===== src/rtl/prio_intc_pkg.sv =====
package prio_intc_pkg;
  // each vector-table entry holds a 4-byte address
  localparam int unsigned ENTRY_SHIFT = 2;
endpackage


===== src/rtl/prio_req_reg.sv =====
module prio_req_reg #(
  parameter int unsigned W = 9
) (
  input  logic         clk_i,
  input  logic         rst_ni,
  input  logic [W-1:0] d_i,
  output logic [W-1:0] q_o
);
  always_ff @(posedge clk_i or negedge rst_ni) begin
    if (!rst_ni) q_o <= '0;
    else         q_o <= d_i;
  end
endmodule


===== src/rtl/prio_lead.sv =====
// Finds the lowest set index (highest priority).
module prio_lead #(
  parameter int unsigned W  = 9,
  parameter int unsigned IW = 4
) (
  input  logic [W-1:0]  bits_i,
  output logic          found_o,
  output logic [IW-1:0] idx_o
);
  always_comb begin
    found_o = 1'b0;
    idx_o   = '0;
    for (int k = W - 1; k >= 0; k--) begin
      if (bits_i[k]) begin
        found_o = 1'b1;
        idx_o   = IW'(k);
      end
    end
  end
endmodule


===== src/rtl/prio_vec_intc.sv =====
module prio_vec_intc #(
  parameter int unsigned N_SRC  = 8,
  parameter int unsigned ADDR_W = 16,
  localparam int unsigned N_TOT = N_SRC + 1,
  localparam int unsigned IDX_W = $clog2(N_TOT)
) (
  input  logic              clk_i,
  input  logic              rst_ni,
  input  logic              nmi_i,
  input  logic [N_SRC-1:0]  irq_i,
  input  logic              gie_i,
  input  logic [ADDR_W-1:0] tbl_base_i,
  input  logic              boundary_i,
  input  logic              ack_i,
  input  logic              eos_i,
  output logic              int_o,
  output logic [IDX_W-1:0]  vec_o,
  output logic [ADDR_W-1:0] tbl_addr_o
);
  import prio_intc_pkg::*;

  logic [N_TOT-1:0] req_q;
  logic [N_TOT-1:0] isr_q, isr_d, isr_set, isr_clr;
  logic [N_TOT-1:0] elig;
  logic             isr_any, win_any, accept;
  logic [IDX_W-1:0] isr_idx, win_idx, cur_vec_q;

  prio_req_reg #(.W(N_TOT)) i_req (
    .clk_i (clk_i),
    .rst_ni(rst_ni),
    .d_i   ({irq_i, nmi_i}),
    .q_o   (req_q)
  );

  prio_lead #(.W(N_TOT), .IW(IDX_W)) i_isr_lead (
    .bits_i (isr_q),
    .found_o(isr_any),
    .idx_o  (isr_idx)
  );

  // source 0 bypasses the enable; all need strictly higher priority than in-service
  for (genvar k = 0; k < N_TOT; k++) begin : g_elig
    logic en_ok, prio_ok;
    if (k == 0) begin : g_nmi
      assign en_ok = 1'b1;
    end else begin : g_mask
      assign en_ok = gie_i;
    end
    assign prio_ok = !isr_any || (IDX_W'(k) < isr_idx);
    assign elig[k] = req_q[k] & en_ok & prio_ok;
  end

  prio_lead #(.W(N_TOT), .IW(IDX_W)) i_win_lead (
    .bits_i (elig),
    .found_o(win_any),
    .idx_o  (win_idx)
  );

  assign accept = boundary_i & ack_i & win_any;
  assign int_o  = win_any;
  assign vec_o  = accept ? win_idx : '0;

  always_comb begin
    isr_set = '0;
    isr_clr = '0;
    if (accept)            isr_set[win_idx] = 1'b1;
    if (eos_i && isr_any)  isr_clr[isr_idx] = 1'b1;
    isr_d = (isr_q & ~isr_clr) | isr_set;
  end

  always_ff @(posedge clk_i or negedge rst_ni) begin
    if (!rst_ni) begin
      isr_q     <= '0;
      cur_vec_q <= '0;
    end else begin
      isr_q <= isr_d;
      if (accept) cur_vec_q <= win_idx;
    end
  end

  assign tbl_addr_o = tbl_base_i + (ADDR_W'(cur_vec_q) << ENTRY_SHIFT);
endmodule


===== config.mk =====
export PLATFORM = sky130hd
export DESIGN_NAME = prio_vec_intc
export DESIGN_NICKNAME = d
export VERILOG_FILES = /design/src/rtl/prio_intc_pkg.sv /design/src/rtl/prio_req_reg.sv /design/src/rtl/prio_lead.sv /design/src/rtl/prio_vec_intc.sv
export SDC_FILE = /design/constraint.sdc
export NUM_CORES = 1
export LEC_CHECK = 0
export ABC_AREA = 1
export BUFFER_PORTS_ARGS = -buffer_cell sky130_fd_sc_hd__buf_2
export CORE_ASPECT_RATIO = 1.75
export CORE_MARGIN = 2
export CORE_UTILIZATION = 35
export CTS_BUF_LIST = sky130_fd_sc_hd__clkbuf_16
export DETAILED_ROUTE_END_ITERATION = 10
export SYNTH_ARGS = -nofsm -noshare
export SYNTH_HDL_FRONTEND = slang
export SYNTH_HIERARCHICAL = 1
export SYNTH_SLANG_ARGS = --single-unit

===== constraint.sdc =====
create_clock -name clk_i -period 6.6 [get_ports clk_i]
set_clock_uncertainty 0.1 [all_clocks]
set_input_delay 0.66 -clock clk_i [delete_from_list [all_inputs] [get_ports clk_i]]
set_output_delay 0.66 -clock clk_i [all_outputs]
set_load 0.03 [all_outputs]

==> flow_summary.ini, run 1 <==
[outcome]
outcome = complete, no violations

[timing]
worst_pin_slew_ns = 0.595
timing.final.hold_violations = 0
post-route-min-period_ns = 3.80
tns_ns = 0
final-max-slew-violation-count = 0
fmax_ghz = 0.263
relSlewSlack_pct = 60.2
finalCritPeriodShare_pct = 57.5
setup_viol = 0
rsz0062_at_grt = false

[setup_path]
critPathLaunchType = flop
crit_chain = inv_1 -> nand2_1 -> nand2_1 -> nand2_1 -> nand2_1 -> a21oi_1 -> nor2_1 -> nand3_1 -> nand2_1 -> a21oi_1 -> inv_1 -> nand4_1 -> nand3_1 -> nor2_1 -> buf_2
slowest_delay_ns = 0.42
end_kind = output port
path_class = reg2out
cp.arrival_ns = 3.04
crit_path_frequent_cell = nand2_1
worstPathRequired_ns = 5.84
slowest_stage = dfrtp_1
critPathMaxFanout = 13

[synth]
syn_avg_cell_area_sq_um = 6.86
synth_common_cells = nand2_1, inv_1, nor2_1
yosysWarnings = 6
synth_cells = 239
ys_seq_area_share_pct = 33.6
synth_edf_count = 0
synth_top_cells_by_area = dfrtp_1, nand2_1, inv_1
yosys_register_bits = 22
synth_nets = 275
synth_cell_types = 27
syn_area_sq_mm = 0.00164
async_reset_ff_share_pct = 100
synth_top_area_share_pct = 33.6
synth.most_common_cell = nand2_1
yosysTopAreaCell = dfrtp_1
synth-main-ff-cell = dfrtp_1

[global_route]
grt_pass1_vias = 1579
grt_max_degree = 23
grt_pass1_wl_mm = 6.85
antenna_found_initial = 0
grt.overflow.total = 0
grt_use_total_pct = 16.6

[pwr]
cellPowerDensity_mw_per_mm2 = 447
p_leak_nw = 1.05
peakVddDrop_mv = 0.298

[final_layout]
nets = 324
nFillCells = 499
fin_util_pct = 43.5
antennaDiodeCount = 0
area_delta_synth_final_pct = 21.8
drive_above_1_share_pct = 22.0

[clock_network]
clk_latency_ns = 0.25
ctsHoldBuffers = 0
cts_max_level = 1
cts.sink_count = 22
cts-resized-gates = 0
clk_pin_slew_ns = 0.05
cts_setup_buffers = 0
cts_buffers = 3
root_buffer = clkbuf_16
cts_tree = built
clockBufferDepth = 2

[job]
drv_cap = 0

[route]
wirelength_mm = 4.17
ant_nets = 0
wl_per_cell_um = 12.3
drc = 0
via_per_inst = 4.87
vias = 1647
first_pass_iters = 4
drt_iter0_markers = 67

[die]
num_io_pins = 52
core_area_sq_mm = 0.00458
start_util_pct = 35.8
die_x_um = 55.7
die_area_sq_mm = 0.00527
rows = 33
fp.dieH_um = 94.5

[place]
routabilityCongestion = 0.881
numPortBuffers = 47
place_hpwl_mm = 3.52

[min_path]
min_path_type = in2async
[critical path: cells and delay by family (launching register included)]
kind / cells / cell delay [ns]
flops: 1 / 0.42
compound gates: 2 / 0.65
buf+inv: 3 / 0.44
simple gates: 10 / 1.28
[layout make-up]
class | instances | area [sq um] | area share, %
clock buffer | 3 | 75.1 | 3.76
inverter | 41 | 154 | 7.71
multi-input combinational | 173 | 916 | 45.9
sequential | 22 | 551 | 27.6
tap | 52 | 65.1 | 3.26
timing repair buffer | 47 | 235 | 11.8
[layout by cell type, fill, tap and decap left out, types with 4 or more instances in the layout]
cell     count
nor2_1      24
ha_1         4
nand3_1     19
xor2_1       4
nand2_1     68
dfrtp_1     22
inv_1       41
o21ai_0     23
buf_2       47
nand4_1      5
[power by group]
part           switching (W)  leakage (nW)  total, W  internal (W)
Combinational       0.000400         0.738  0.000576      0.000176
Clock              0.0000424        0.0370  0.000122     0.0000798
Sequential         0.0000249         0.279  0.000194      0.000169
Total               0.000468          1.05  0.000893      0.000425
[sequential cells by signal (all words and copies together) (netlist names)]
register / cells
isr_q: 9
i_req/q_o: 9
cur_vec_q: 4
[kinds of logic (layout without fill, tap and decap cells)]
| family | Yosys count | count (layout) | synth area share, % |
|---|---|---|---|
| adder cells (fa/ha/maj) | 5 | 5 | 4.27 |
| XOR/XNOR | 5 | 5 | 2.67 |
| AO/OA/AOI/OAI | 32 | 32 | 11.3 |
| AND/OR/NAND/NOR | 131 | 131 | 37.6 |
| buffers and inverters | 44 | 91 | 10.5 |
| flip-flops | 22 | 22 | 33.6 |
[routing by layer]
metal	GRT usage [%]	vias up	share of wire, %
li1	-	847	-
met1	14.3	731	33
met2	35.6	55	58
met3	1.51	14	4.6
met4	8.94	0	4.4
met5	0	-	0
[through the flow]
| stage | total power (W) | setup WS, ns | hold slack (ns) | instances | instance area [sq um] |
|---|---|---|---|---|---|
| after floorplan | 0.000628 | 3.11 | 0.264 | 239 | 1640 |
| after global placement | 0.000770 | 3.14 | 0.382 | 335 | 1920 |
| after detailed placement | 0.000769 | 3.16 | 0.382 | 335 | 1920 |
| after CTS | 0.000897 | 2.86 | 0.284 | 338 | 2000 |
| after global routing | 0.000985 | 2.49 | 0.313 | 338 | 2000 |
| final | 0.000893 | 2.80 | 0.268 | 338 | 2000 |
[path summary, 6_finish.rpt]
kind	startpoint	to	slack, ns	depth (start not counted)
min reg2reg	cur_vec_q[0]$_DFFE_PN0P_	cur_vec_q[0]$_DFFE_PN0P_	0.39	2
max in group asynchronous	rst_ni	isr_q[4]$_DFF_PN0_	5.80	1
min in group clk_i	cur_vec_q[0]$_DFFE_PN0P_	cur_vec_q[0]$_DFFE_PN0P_	0.39	2
max	isr_q[5]$_DFF_PN0_	vec_o[3]	2.80	15
min	rst_ni	i_req/q_o[0]$_DFF_PN0_	0.27	1
max reg2reg	isr_q[5]$_DFF_PN0_	isr_q[6]$_DFF_PN0_	3.52	16
Note: power is estimated with default switching activity, not from simulation.
==> run 2, diff against run 1 <==
--- a/config.mk
+++ b/config.mk
@@ -5,7 +5,7 @@
 export SDC_FILE = /design/constraint.sdc
 export NUM_CORES = 1
 export LEC_CHECK = 0
-export ABC_AREA = 1
+export ABC_AREA = 0
 export BUFFER_PORTS_ARGS = -buffer_cell sky130_fd_sc_hd__buf_2
 export CORE_ASPECT_RATIO = 1.75
 export CORE_MARGIN = 2
==> constraint.sdc (replaced) <==
create_clock -name clk_i -period 3.66 [get_ports clk_i]
set_clock_uncertainty 0.1 [all_clocks]
set_input_delay 0.366 -clock clk_i [delete_from_list [all_inputs] [get_ports clk_i]]
set_output_delay 0.366 -clock clk_i [all_outputs]
set_load 0.03 [all_outputs]
==> run 2 against run 1 <==
Via count down 16%. Synthesized cell count down 33%. Sequential share of layout area up 1.8 points. Routed wire length down 12%. Die area down 9.6%. Final area down 6.1%. Global-route usage down 0.59 points. Power up 78%. Sequential power up 91%. Core utilization up 2.4 points. First-iteration DRC count down 43%. Worst setup slack worse by 2.6 ns.
==> flow_summary.ini, run 2 <==
[clock_network]
clk_latency_ns = 0.26
clk_pin_slew_ns = 0.05
cts_tree = built
clockBufferDepth = 2
cts.sink_count = 22
cts-resized-gates = 0
cts_buffers = 3
root_buffer = clkbuf_16
cts_max_level = 1

[final_layout]
antennaDiodeCount = 0
drive_above_1_share_pct = 30.8
nets = 251
nFillCells = 430
register_area_sq_um = 551
area_delta_synth_final_pct = 27.2
multi_input_area_sq_um = 873
final_cell_mix = buf_2, dfrtp_1, nand2_1
instances_no_fill = 263
fin_util_pct = 46.0
reg_top3 = i_req/q_o (9), isr_q (9), cur_vec_q (4)
layout_commonest_cell = buf_2
final_area_sq_mm = 0.00187

[synth]
yosys_register_bits = 22
syn_area_sq_mm = 0.00147
yosysTopAreaCell = dfrtp_1
ys_seq_area_share_pct = 37.4
synth_common_cells = dfrtp_1, nand2_1, nor2_1, o21ai_1, a21oi_1
synth-main-ff-cell = dfrtp_1
synth_top_cells_by_area = dfrtp_1, o21ai_1, xnor2_1
syn_avg_cell_area_sq_um = 9.20
synth_edf_count = 0
async_reset_ff_share_pct = 100
synth_top_area_share_pct = 37.4
synth_nets = 196
synth.most_common_cell = dfrtp_1
synth_cell_types = 36
synth_cells = 160
yosysWarnings = 6

[route]
wl_met1_mm = 1.18
ant_nets = 0
first_pass_iters = 4
wl_met3_um = 158
via_per_inst = 5.25
drc = 0
top_layer_used = met4
route.met2.wl_mm = 2.25
wirelength_mm = 3.68
drt_iter0_markers = 38
vias = 1382
wl_per_cell_um = 14.0

[global_route]
grt_pass1_vias = 1346
grt_use_total_pct = 16.1
grt_pass1_wl_mm = 5.63
antenna_found_initial = 0
grt.overflow.total = 0
grt_max_degree = 23

[pwr]
internal_power_w = 0.000818
sw_frac_of_total_pct = 48.5
cellPowerDensity_mw_per_mm2 = 849
power_switching_w = 0.000772
comb_power_share_pct = 62.2
power_frac_clock_pct = 14.5
peakVddDrop_mv = 0.484
p_leak_nw = 0.910
power.share.sequential_pct = 23.3

[timing]
rsz0062_at_grt = false
post-route-min-period_ns = 3.41
fmax_ghz = 0.293
final-max-slew-violation-count = 0
finalCritPeriodShare_pct = 93.1
setup_viol = 0
timing.final.hold_violations = 0
tns_ns = 0
worst_pin_slew_ns = 0.474
relSlewSlack_pct = 68.0

[setup_path]
path_class = reg2out
end_kind = output port
cp.arrival_ns = 2.94
slowest_delay_ns = 0.43
reg2reg_to = isr_q[4]$_DFF_PN0_
crit_chain = nor3b_1 -> a21oi_1 -> o41ai_1 -> buf_4 -> or2_1 -> o21a_1 -> nor4_2 -> nand3b_1 -> and3_1 -> and2_1 -> buf_2
r2r_cells = 10
critPathMaxFanout = 6
slowest_stage = dfrtp_1
rrSetupSlack_ns = 0.74
critPathLaunchType = flop
worstPathRequired_ns = 3.19
rr_startpoint = isr_q[3]$_DFF_PN0_

[min_path]
min_path_type = in2reg
hold_start = irq_i[1]
hold_end = i_req/q_o[2]$_DFF_PN0_
whs_path_depth = 1

[place]
dpl_cell_area_sq_mm = 0.00178
numPlacedInstances = 258
routabilityCongestion = 0.871
numPortBuffers = 47
place_hpwl_mm = 3.06

[die]
die_area_sq_mm = 0.00476
num_io_pins = 52
start_util_pct = 36.2
rows = 31
core_area_sq_mm = 0.00407
die_x_um = 53.0
fp.dieH_um = 89.8

[outcome]
outcome = complete, no violations

[job]
drv_cap = 0
run 2: cell count changes in the layout (fill, tap and decap cells not counted), sizes merged, moves of 14 or more:
cell,before,now
nand2,70,13
inv,41,7
nand3,20,6
nor2,25,11
run 2: metrics by stage:
stage	total power, W	setup slack [ns]	hold WS [ns]
after floorplan	0.00107	0.474	-0.0296
after global placement	0.00137	0.570	0.254
after detailed placement	0.00136	0.557	0.259
after CTS	0.00160	0.258	0.110
after global routing	0.00170	0.0409	0.105
final	0.00159	0.253	0.110
run 2: cell type report:
| cell class | count | share of cell area, % |
|---|---|---|
| Sequential cell | 22 | 29.4 |
| Clock buffer | 3 | 4.01 |
| Timing Repair Buffer | 53 | 15.1 |
| Clock inverter | 1 | 0.200 |
| Tap cell | 49 | 3.27 |
| Multi-Input combinational cell | 128 | 46.6 |
| Inverter | 7 | 1.40 |
run 2: power by group through the flow:
stage	combinational [W]	sequential (W)	clock, W
2_1_floorplan	0.000718	0.000354	0
3_3_place_gp	0.000992	0.000374	0
3_5_place_dp	0.000989	0.000374	0
4_1_cts	0.000994	0.000370	0.000234
5_1_grt	0.00108	0.000378	0.000242
6_report	0.000990	0.000370	0.000230
run 2: worst max path at each step:
| stage | depth (start not counted) | to | start | slack (ns) |
|---|---|---|---|---|
| 2_1_floorplan | 8 | vec_o[0] | isr_q[0]$_DFF_PN0_ | 0.47 |
| 3_3_place_gp | 11 | vec_o[2] | isr_q[3]$_DFF_PN0_ | 0.57 |
| 3_5_place_dp | 11 | vec_o[2] | isr_q[3]$_DFF_PN0_ | 0.56 |
| 4_1_cts | 11 | vec_o[2] | isr_q[3]$_DFF_PN0_ | 0.26 |
| 5_1_grt | 11 | vec_o[2] | isr_q[3]$_DFF_PN0_ | 0.04 |
| 6_report | 11 | vec_o[2] | isr_q[3]$_DFF_PN0_ | 0.25 |
run 2: cells by family after synthesis:
| group | synth area share [%] |
|---|---|
| simple gates | 27.6 |
| compound gates | 19.8 |
| flops | 37.4 |
| xor+xnor | 7.14 |
| buf+inv | 3.31 |
| fa+ha+maj | 4.76 |
run 2: metal layers:
layer	up-vias	GRT usage, %
li1	682	-
met1	645	12.2
met2	48	34.0
met3	7	2.16
met4	0	7.48
met5	-	0
run 2: what timing repair did:
action                                  4_1_cts  5_1_grt
endpoints found under the setup margin        0        0
buffers inserted                              0        0
hold endpoints to repair                     22        0
hold buffers                                  1        0
run 2: worst max-delay path: cells and delay by family (launching register included):
family          cells  cell delay (ns)
buf+inv             2             0.34
simple gates        6             1.40
flops               1             0.43
compound gates      3             0.50
==> run 3, diff against run 2 <==
--- a/config.mk
+++ b/config.mk
@@ -12,6 +12,7 @@
 export CORE_UTILIZATION = 35
 export CTS_BUF_LIST = sky130_fd_sc_hd__clkbuf_16
 export DETAILED_ROUTE_END_ITERATION = 10
+export PLACE_DENSITY = 0.63
 export SYNTH_ARGS = -nofsm -noshare
 export SYNTH_HDL_FRONTEND = slang
 export SYNTH_HIERARCHICAL = 1
==> run 3 against run 2 <==
Final area fell by 0.27%. Final cell count fell by 0.38%. Worst setup slack improved by 0.042 ns. Highest routed layer unchanged. Largest power group unchanged. Fmax rose by 1.2%.
==> flow_summary.ini, run 3 (synthesis gave the netlist of run 2 again) <==
[global_route]
grt_pass1_vias = 1387
antenna_found_initial = 0
grt_use_total_pct = 16.6
grt_max_degree = 23
grt_pass1_wl_mm = 5.93
grt.overflow.total = 0

[clock_network]
root_buffer = clkbuf_16
clk_pin_slew_ns = 0.06
cts_buffers = 3
cts.sink_count = 22
clockBufferDepth = 2
cts_setup_buffers = 0
cts_max_level = 1
cts_tree = built
clk_latency_ns = 0.25

[final_layout]
reg_top3 = i_req/q_o (9), isr_q (9), cur_vec_q (4)
instances_no_fill = 262
final_cell_mix = buf_2, dfrtp_1, nand2_1
nets = 250
antennaDiodeCount = 0
layout_commonest_cell = buf_2
drive_above_1_share_pct = 31.0
area_delta_synth_final_pct = 26.8

[timing]
setup_viol = 0
tns_ns = 0
relSlewSlack_pct = 67.8
finalCritPeriodShare_pct = 92.0
final-max-slew-violation-count = 0
post-route-min-period_ns = 3.37
timing.final.hold_violations = 0
worst_pin_slew_ns = 0.484
rsz0062_at_grt = false
fmax_ghz = 0.297

[route]
wl_per_cell_um = 13.8
drt_iter0_markers = 44
drc = 0
wirelength_mm = 3.61
ant_nets = 0
vias = 1369
first_pass_iters = 4
via_per_inst = 5.23

[setup_path]
critPathMaxFanout = 8
end_kind = output port
cp.arrival_ns = 2.90
critPathLaunchType = flop
reg2reg_to = isr_q[0]$_DFF_PN0_
r2r_cells = 11
rr_startpoint = isr_q[0]$_DFF_PN0_
cp-startpoint = isr_q[6]$_DFF_PN0_
rrSetupSlack_ns = 0.71
worstPathRequired_ns = 3.19
path_class = reg2out

[die]
fp.dieH_um = 89.8
num_io_pins = 52
die_area_sq_mm = 0.00476
rows = 31
die_x_um = 53.0
core_area_sq_mm = 0.00407
start_util_pct = 36.2

[min_path]
hold_end = i_req/q_o[8]$_DFF_PN0_
min_path_type = in2reg
whs_path_depth = 1
hold_start = irq_i[7]

[place]
numPlacedInstances = 257
routabilityCongestion = 0.836
numPortBuffers = 47
place_hpwl_mm = 2.93

[pwr]
cellPowerDensity_mw_per_mm2 = 848
power.share.sequential_pct = 23.3
power_switching_w = 0.000771
comb_power_share_pct = 62.3
power_frac_clock_pct = 14.4
sw_frac_of_total_pct = 48.7
peakVddDrop_mv = 0.385
p_leak_nw = 0.906
internal_power_w = 0.000812

[outcome]
outcome = complete, no violations

[job]
drv_cap = 0
==> run 3: changes by cell type in the layout (fill, tap and decap cells not counted), sizes merged <==
cell	before	now
buf	52	51
==> run 3: worst max path at each step <==
stage                to  depth (start not counted)
6_report       vec_o[2]                         10
5_1_grt        vec_o[3]                         11
4_1_cts        vec_o[2]                         10
3_5_place_dp   vec_o[2]                         10
3_3_place_gp   vec_o[2]                         10
2_1_floorplan  vec_o[0]                          8
==> run 3: area by class of cell <==
| class | count | area, sq um |
|---|---|---|
| Clock buffer | 3 | 75.1 |
| Clock inverter | 1 | 3.75 |
| Fill cell | 424 | 2200 |
| Inverter | 7 | 26.3 |
| Multi-Input combinational cell | 128 | 876 |
| Sequential cell | 22 | 551 |
| Tap cell | 49 | 61.3 |
| Timing Repair Buffer | 52 | 275 |
==> run 3: per-layer routing <==
layer	share of wire (%)	vias up	GRT usage, %
li1	-	686	-
met1	35	636	14.7
met2	60	43	33.3
met3	3.3	4	1.99
met4	1.4	0	7.91
met5	0	-	0
==> run 3: repair_timing <==
action / in CTS / in global routing
endpoints found under the setup margin: 0 / 4
gates resized for setup: 0 / 1
hold endpoints to repair: 22 / 0
hold buffers: 1 / 0
==> run 3: stage by stage <==
step | hold WS [ns] | util, % | cell area (sq um) | power, W | worst slack (ns)
after floorplan | -0.0296 | - | 1470 | 0.00107 | 0.474
after global placement | 0.260 | 43.6 | 1780 | 0.00135 | 0.582
after detailed placement | 0.258 | 43.6 | 1780 | 0.00135 | 0.547
after CTS | 0.109 | 45.8 | 1870 | 0.00159 | 0.266
after global routing | 0.104 | 45.9 | 1870 | 0.00171 | 0.0626
final | 0.114 | 45.9 | 1870 | 0.00158 | 0.294
==> run 3: critical path, stage by stage (launching register included) <==
cell	delay, ns
dfrtp_1	0.41
nor4_2	0.41
nor2b_2	0.15
nor2_1	0.17
nand2_1	0.14
o21a_1	0.27
nor4_2	0.34
nand3b_1	0.17
and3_1	0.25
and2_1	0.17
buf_2	0.17
==> run 3: power groups by stage <==
| stage | registers [W] | logic, W | clock network (W) |
|---|---|---|---|
| floorplan | 0.000354 | 0.000718 | 0 |
| global placement | 0.000373 | 0.000976 | 0 |
| detailed placement | 0.000374 | 0.000974 | 0 |
| CTS | 0.000369 | 0.000980 | 0.000236 |
| global route | 0.000380 | 0.00108 | 0.000246 |
| finish | 0.000369 | 0.000986 | 0.000228 |
